File: config.mk
export PLATFORM = sky130hd
export DESIGN_NAME = flash_status_ctrl
export DESIGN_NICKNAME = d
export VERILOG_FILES = /design/src/rtl/fsc_pkg.sv /design/src/rtl/fsc_cmd_decode.sv /design/src/rtl/fsc_sequencer.sv /design/src/rtl/fsc_err_flags.sv /design/src/rtl/flash_status_ctrl.sv
export SDC_FILE = /design/constraint.sdc
export NUM_CORES = 1
export LEC_CHECK = 0
export ABC_AREA = 1
export CAP_MARGIN = 20
export CORE_AREA = 3 3 44 46
export CTS_BUF_LIST = sky130_fd_sc_hd__clkbuf_4
export DETAILED_ROUTE_END_ITERATION = 10
export DIE_AREA = 0 0 47 49
export GPL_TIMING_DRIVEN = 0
export PLACE_DENSITY = 0.95
export SYNTH_ARGS = -nofsm -noshare
export SYNTH_HDL_FRONTEND = slang
export SYNTH_SLANG_ARGS = --single-unit
File: constraint.sdc
create_clock -name clk -period 4.2 [get_ports clk]
set_clock_uncertainty 0.15 [all_clocks]
set_input_delay 0.84 -clock clk [delete_from_list [all_inputs] [get_ports clk]]
set_output_delay 0.84 -clock clk [all_outputs]
set_load 0.05 [all_outputs]
File: src/rtl/fsc_pkg.sv
package fsc_pkg;

    typedef enum logic [2:0] {
        CMD_NOP        = 3'd0,
        CMD_PROG       = 3'd1,
        CMD_ERASE      = 3'd2,
        CMD_SUSP_PROG  = 3'd3,
        CMD_SUSP_ERASE = 3'd4,
        CMD_RESUME     = 3'd5,
        CMD_CLEAR      = 3'd6,
        CMD_RSVD       = 3'd7
    } fsc_cmd_e;

    typedef enum logic [1:0] {
        SQ_IDLE   = 2'd0,
        SQ_PULSE  = 2'd1,
        SQ_VERIFY = 2'd2,
        SQ_SUSP   = 2'd3
    } fsc_seq_e;

    typedef enum logic {
        OP_PROG  = 1'b0,
        OP_ERASE = 1'b1
    } fsc_op_e;

    // indices into the sticky error vector
    localparam int ERR_LOCK  = 0;
    localparam int ERR_VPP   = 1;
    localparam int ERR_PROG  = 2;
    localparam int ERR_ERASE = 3;
    localparam int ERR_N     = 4;

    typedef struct packed {
        logic    start;
        fsc_op_e start_op;
        logic    suspend;
        logic    resume;
        logic    clear;
    } fsc_act_t;

    function automatic logic is_busy(fsc_seq_e s);
        return (s == SQ_PULSE) || (s == SQ_VERIFY);
    endfunction

    function automatic logic [7:0] pack_status(fsc_seq_e s, fsc_op_e op,
                                               logic [ERR_N-1:0] err);
        logic [7:0] w;
        w    = '0;
        w[7] = !is_busy(s);
        w[6] = (s == SQ_SUSP) && (op == OP_ERASE);
        w[5] = err[ERR_ERASE];
        w[4] = err[ERR_PROG];
        w[3] = err[ERR_VPP];
        w[2] = (s == SQ_SUSP) && (op == OP_PROG);
        w[1] = err[ERR_LOCK];
        return w;
    endfunction

endpackage

File: src/rtl/fsc_cmd_decode.sv
module fsc_cmd_decode
    import fsc_pkg::*;
(
    input  logic       cmd_valid,
    input  logic [2:0] cmd,
    input  fsc_seq_e   state,
    input  fsc_op_e    op,
    output fsc_act_t   act
);
    fsc_cmd_e c;

    always_comb begin
        c   = fsc_cmd_e'(cmd);
        act = '0;
        if (cmd_valid) begin
            unique case (c)
                CMD_PROG: begin
                    act.start    = (state == SQ_IDLE);
                    act.start_op = OP_PROG;
                end
                CMD_ERASE: begin
                    act.start    = (state == SQ_IDLE);
                    act.start_op = OP_ERASE;
                end
                CMD_SUSP_PROG:  act.suspend = is_busy(state) && (op == OP_PROG);
                CMD_SUSP_ERASE: act.suspend = is_busy(state) && (op == OP_ERASE);
                CMD_RESUME:     act.resume  = (state == SQ_SUSP);
                CMD_CLEAR:      act.clear   = !is_busy(state);
                default: ;
            endcase
        end
    end
endmodule

File: src/rtl/fsc_sequencer.sv
module fsc_sequencer
    import fsc_pkg::*;
#(
    parameter int ERASE_PULSE_MAX = 4,
    parameter int PROG_PULSE_MAX  = 3
) (
    input  logic             clk,
    input  logic             rst,
    input  fsc_act_t         act,
    input  logic             blk_locked,
    input  logic             vpp_ok,
    input  logic             verify_pass,
    output fsc_seq_e         state,
    output fsc_op_e          op,
    output logic [ERR_N-1:0] err_set
);
    localparam int MAX_LIM = (ERASE_PULSE_MAX > PROG_PULSE_MAX) ?
                             ERASE_PULSE_MAX : PROG_PULSE_MAX;
    localparam int CNT_W   = $clog2(MAX_LIM + 1);
    localparam logic [CNT_W-1:0] E_LIM = CNT_W'(ERASE_PULSE_MAX);
    localparam logic [CNT_W-1:0] P_LIM = CNT_W'(PROG_PULSE_MAX);

    fsc_seq_e         resume_st;
    logic [CNT_W-1:0] pulses;
    logic [CNT_W-1:0] limit;
    logic             exhausted;
    logic             vfy_step;

    assign limit     = (op == OP_ERASE) ? E_LIM : P_LIM;
    assign exhausted = (pulses >= limit);
    assign vfy_step  = (state == SQ_VERIFY) && !act.suspend;

    always_ff @(posedge clk) begin
        if (rst) begin
            state     <= SQ_IDLE;
            op        <= OP_PROG;
            pulses    <= '0;
            resume_st <= SQ_PULSE;
        end else begin
            unique case (state)
                SQ_IDLE: if (act.start) begin
                    op <= act.start_op;
                    if (!blk_locked && vpp_ok) begin
                        state  <= SQ_PULSE;
                        pulses <= '0;
                    end
                end
                SQ_PULSE: if (act.suspend) begin
                    state     <= SQ_SUSP;
                    resume_st <= SQ_PULSE;
                end else begin
                    pulses <= pulses + 1'b1;
                    state  <= SQ_VERIFY;
                end
                SQ_VERIFY: if (act.suspend) begin
                    state     <= SQ_SUSP;
                    resume_st <= SQ_VERIFY;
                end else if (!vpp_ok || verify_pass || exhausted) begin
                    state <= SQ_IDLE;
                end else begin
                    state <= SQ_PULSE;
                end
                SQ_SUSP: if (act.resume) state <= resume_st;
                default: state <= SQ_IDLE;
            endcase
        end
    end

    always_comb begin
        err_set = '0;
        if (state == SQ_IDLE && act.start) begin
            err_set[ERR_LOCK] = blk_locked;
            err_set[ERR_VPP]  = !blk_locked && !vpp_ok;
        end
        if (vfy_step) begin
            err_set[ERR_VPP] = !vpp_ok;
            if (vpp_ok && !verify_pass && exhausted) begin
                err_set[ERR_PROG]  = (op == OP_PROG);
                err_set[ERR_ERASE] = (op == OP_ERASE);
            end
        end
    end
endmodule

File: src/rtl/fsc_err_flags.sv
module fsc_err_flags
    import fsc_pkg::*;
(
    input  logic             clk,
    input  logic             rst,
    input  logic             clear,
    input  logic [ERR_N-1:0] set,
    output logic [ERR_N-1:0] flags
);
    for (genvar i = 0; i < ERR_N; i++) begin : g_flag
        always_ff @(posedge clk) begin
            if (rst || clear) flags[i] <= 1'b0;
            else if (set[i])  flags[i] <= 1'b1;
        end
    end
endmodule

File: src/rtl/flash_status_ctrl.sv
module flash_status_ctrl
    import fsc_pkg::*;
#(
    parameter int ERASE_PULSE_MAX = 4,
    parameter int PROG_PULSE_MAX  = 3
) (
    input  logic       clk,
    input  logic       rst,
    input  logic       cmd_valid,
    input  logic [2:0] cmd,
    input  logic       blk_locked,
    input  logic       vpp_ok,
    input  logic       verify_pass,
    output logic       ready,
    output logic [7:0] status
);
    fsc_seq_e         state;
    fsc_op_e          op;
    fsc_act_t         act;
    logic [ERR_N-1:0] err_set;
    logic [ERR_N-1:0] err;

    fsc_cmd_decode u_dec (
        .cmd_valid (cmd_valid),
        .cmd       (cmd),
        .state     (state),
        .op        (op),
        .act       (act)
    );

    fsc_sequencer #(
        .ERASE_PULSE_MAX (ERASE_PULSE_MAX),
        .PROG_PULSE_MAX  (PROG_PULSE_MAX)
    ) u_seq (
        .clk         (clk),
        .rst         (rst),
        .act         (act),
        .blk_locked  (blk_locked),
        .vpp_ok      (vpp_ok),
        .verify_pass (verify_pass),
        .state       (state),
        .op          (op),
        .err_set     (err_set)
    );

    fsc_err_flags u_err (
        .clk   (clk),
        .rst   (rst),
        .clear (act.clear),
        .set   (err_set),
        .flags (err)
    );

    assign status = pack_status(state, op, err);
    assign ready  = status[7];
endmodule

==> results.yml <==
outcome:
  outcome: "finished clean"
timing:
  worstMarginPinSlew_ps: 520
  hold_slack_ps: 304
  fmax_mhz: 317
  period_needed_ps: 3160
  rsz0062_at_grt: "false"
  setup_tns_ps: 0
  slew_violations: 0
  period_share: 0.752
  relSlewSlack: 0.652
  setup_viol: 0
  hold_viol: 0
min_path:
  hold_class: "reg2reg"
  hp-start: "u_err.flags[2]"
  min_to: "u_err.flags[2]"
  hold_depth: 2
drt:
  top_layer_used: "met4"
  first_iter_violations: 37
  antenna_left: 0
  met3_wirelength_microns: 128
  drc: 0
  wirelength_microns: 1940
  dr_total_vias: 906
  wl_met2_microns: 880
  m1WireLength_microns: 887
  wl_per_cell_microns: 11.1
  dr.pass1.iters: 4
  via_per_inst: 5.21
setup_path:
  startpoint_type: "register"
  path_common_cell: "inv_1"
  r2r_start: "u_seq.state[0]"
  critPathTopFamily: "buffers and inverters"
  crit_type: "reg2out"
  critPathRequiredTime_ps: 3210
  path_max_fanout: 5
  r2r-end: "u_err.flags[1]"
  reg2reg_setup_slack_ps: 2320
  crit_path_end_kind: "output pin"
  path_buf_inv: 4
  crit_slowest_cell: "clkdlybuf4s50_1"
  arrival_ps: 2170
  path_cells: "inv_1, ha_1, inv_1, buf_4, clkdlybuf4s50_1"
  max_stage_delay_ps: 790
  reg2regPathDepth: 11
run:
  maxCapViolCount: 0
floorplanning:
  core_sq_um: 1540
  rows: 14
  start_util: 0.591
  die_height_microns: 49
  die_w_microns: 47
  io_pins: 18
  dieArea_sq_um: 2300
clock_tree:
  cts_tree: "done"
  htree_levels: 1
  cts_setup_buffers: 0
  cts-buffers-inserted: 3
  cts.hold.buffers_added: 0
  clkLatencyLatePin_ps: 270
  cts.sinks: 12
  path_clk_slew_ps: 80
  clockBufferDepth: 2
  cts_resized: 0
  ctsRootBufferMaster: "clkbuf_4"
place:
  place_inst: 170
  portBuffers: 16
  dp_hpwl_microns: 1620
  place.gp.congestion: 0.895
cells_and_area:
  nNetsFinal: 177
  antenna_cells: 0
  fillerInstances: 135
  drive_gt1_frac: 0.146
  synthToLayoutAreaGrowth_pct: 22.7
  final_cells: 174
grt:
  overflow: 0
  grt_pass1_wl_microns: 3300
  grt_use_total: 0.189
  grt_max_degree: 8
  antenna_found_initial: 0
  grt_pass1_vias: 799
power_and_ir_drop:
  vdd_drop_max_uv: 193
  leakagePower_nw: 0.559
  power_density_nw_per_um2: 222
synth:
  synth_edf_count: 0
  synth_area_per_cell_sq_um: 6.60
  synth.cell_area_sq_um: 911
  synthCells: 138
  synth-seq-cells: 12
  synth_cell_type_count: 26
  seq_area_frac_synth: 0.264
  synthArstFlopShare: 0
  synth.yosys.warnings: 0
  syn-num-nets: 156
  ys.flop_type: "dfxtp_1"
## state kept, by name (all words and copies together) (netlist names)
signal	flops
u_err.flags	4
u_seq.pulses	3
u_seq.resume_st	2
u_seq.state	2
u_seq.op	1
## stage by stage
stage,util,worst slack [ps],cell area (sq um),total power [mW]
after global placement,0.708,1380,1090,0.174
final,0.725,1040,1120,0.248
after detailed placement,0.708,1350,1090,0.176
after floorplan,-,1790,911,0.158
after CTS,0.725,1040,1120,0.250
after global routing,0.725,962,1120,0.263
## worst max-delay path by stage
stage | start | end | cells past startpoint
floorplan | u_seq.state[0] | status[7] | 4
global placement | u_seq.state[0] | status[7] | 5
detailed placement | u_seq.state[0] | status[7] | 5
CTS | u_seq.state[0] | status[7] | 5
global route | u_seq.state[0] | status[7] | 5
finish | u_seq.state[0] | status[7] | 5
## layout by cell type, fill, tap and decap left out
cell type	n
o21ai_0	3
nand3b_1	1
nor2_1	10
nand4_2	1
ha_1	9
o21ai_1	3
nand2_1	31
o21bai_1	1
o211ai_1	1
a21oi_1	10
conb_1	1
clkbuf_4	3
buf_4	2
nand2_2	8
clkdlybuf4s50_1	16
o21ai_2	1
nand3_2	1
a21oi_2	1
dfxtp_1	12
nor2_4	2
or2_1	1
inv_1	25
xnor2_1	1
nand3_1	6
inv_2	4
nand4_1	1
clkinv_1	2
a31oi_1	1
## metal layers
metal,global-route usage,vias up
met5,0,-
met4,0.0553,0
met3,0.0443,6
met2,0.283,28
met1,0.263,408
li1,-,464
## kinds of logic after synthesis
logic type / Yosys count / synth area share
compound gates: 21 / 0.131
xor+xnor: 1 / 0.00962
fa+ha+maj: 9 / 0.124
buf+inv: 32 / 0.140
flops: 12 / 0.264
other cells: 1 / 0.00412
simple gates: 62 / 0.328
## area by class of cell
cell class                 count  area, sq um  share of cell area
buffer                         2         15.0              0.0134
clock buffer                   3         22.5              0.0202
clock inverter                 1         3.75             0.00336
inverter                      30          113               0.101
multi-input combinational     94          543               0.486
sequential                    12          240               0.215
tap                           16         20.0              0.0179
timing repair buffer          16          160               0.143
## where the power goes
part / leakage, nW / switching (mW) / internal [mW]
sequential: 0.0971 / 0.00265 / 0.117
clock: 0.0154 / 0.0398 / 0.0344
combinational: 0.446 / 0.0330 / 0.0215
total: 0.559 / 0.0754 / 0.173
## Yosys cell counts, drive strengths merged, types with 2 or more instances
| cell | count | area share |
|---|---|---|
| buf | 2 | 0.016 |
| inv | 29 | 0.12 |
| ha | 9 | 0.12 |
| nand4 | 2 | 0.021 |
| a21oi | 11 | 0.065 |
| o21ai | 7 | 0.043 |
| nand3 | 7 | 0.044 |
| nor2 | 12 | 0.066 |
| dfxtp | 12 | 0.26 |
| nand2 | 39 | 0.18 |
## worst reg2reg max path, delay by kind of cell, from the launching register on
family                   cells  cell delay (ps)
AND/OR/NAND/NOR              5              400
flip-flops                   1              390
adder cells (fa/ha/maj)      1              380
AO/OA/AOI/OAI                1              120
buffers and inverters        4              330
(Power assumes the default switching activity.)
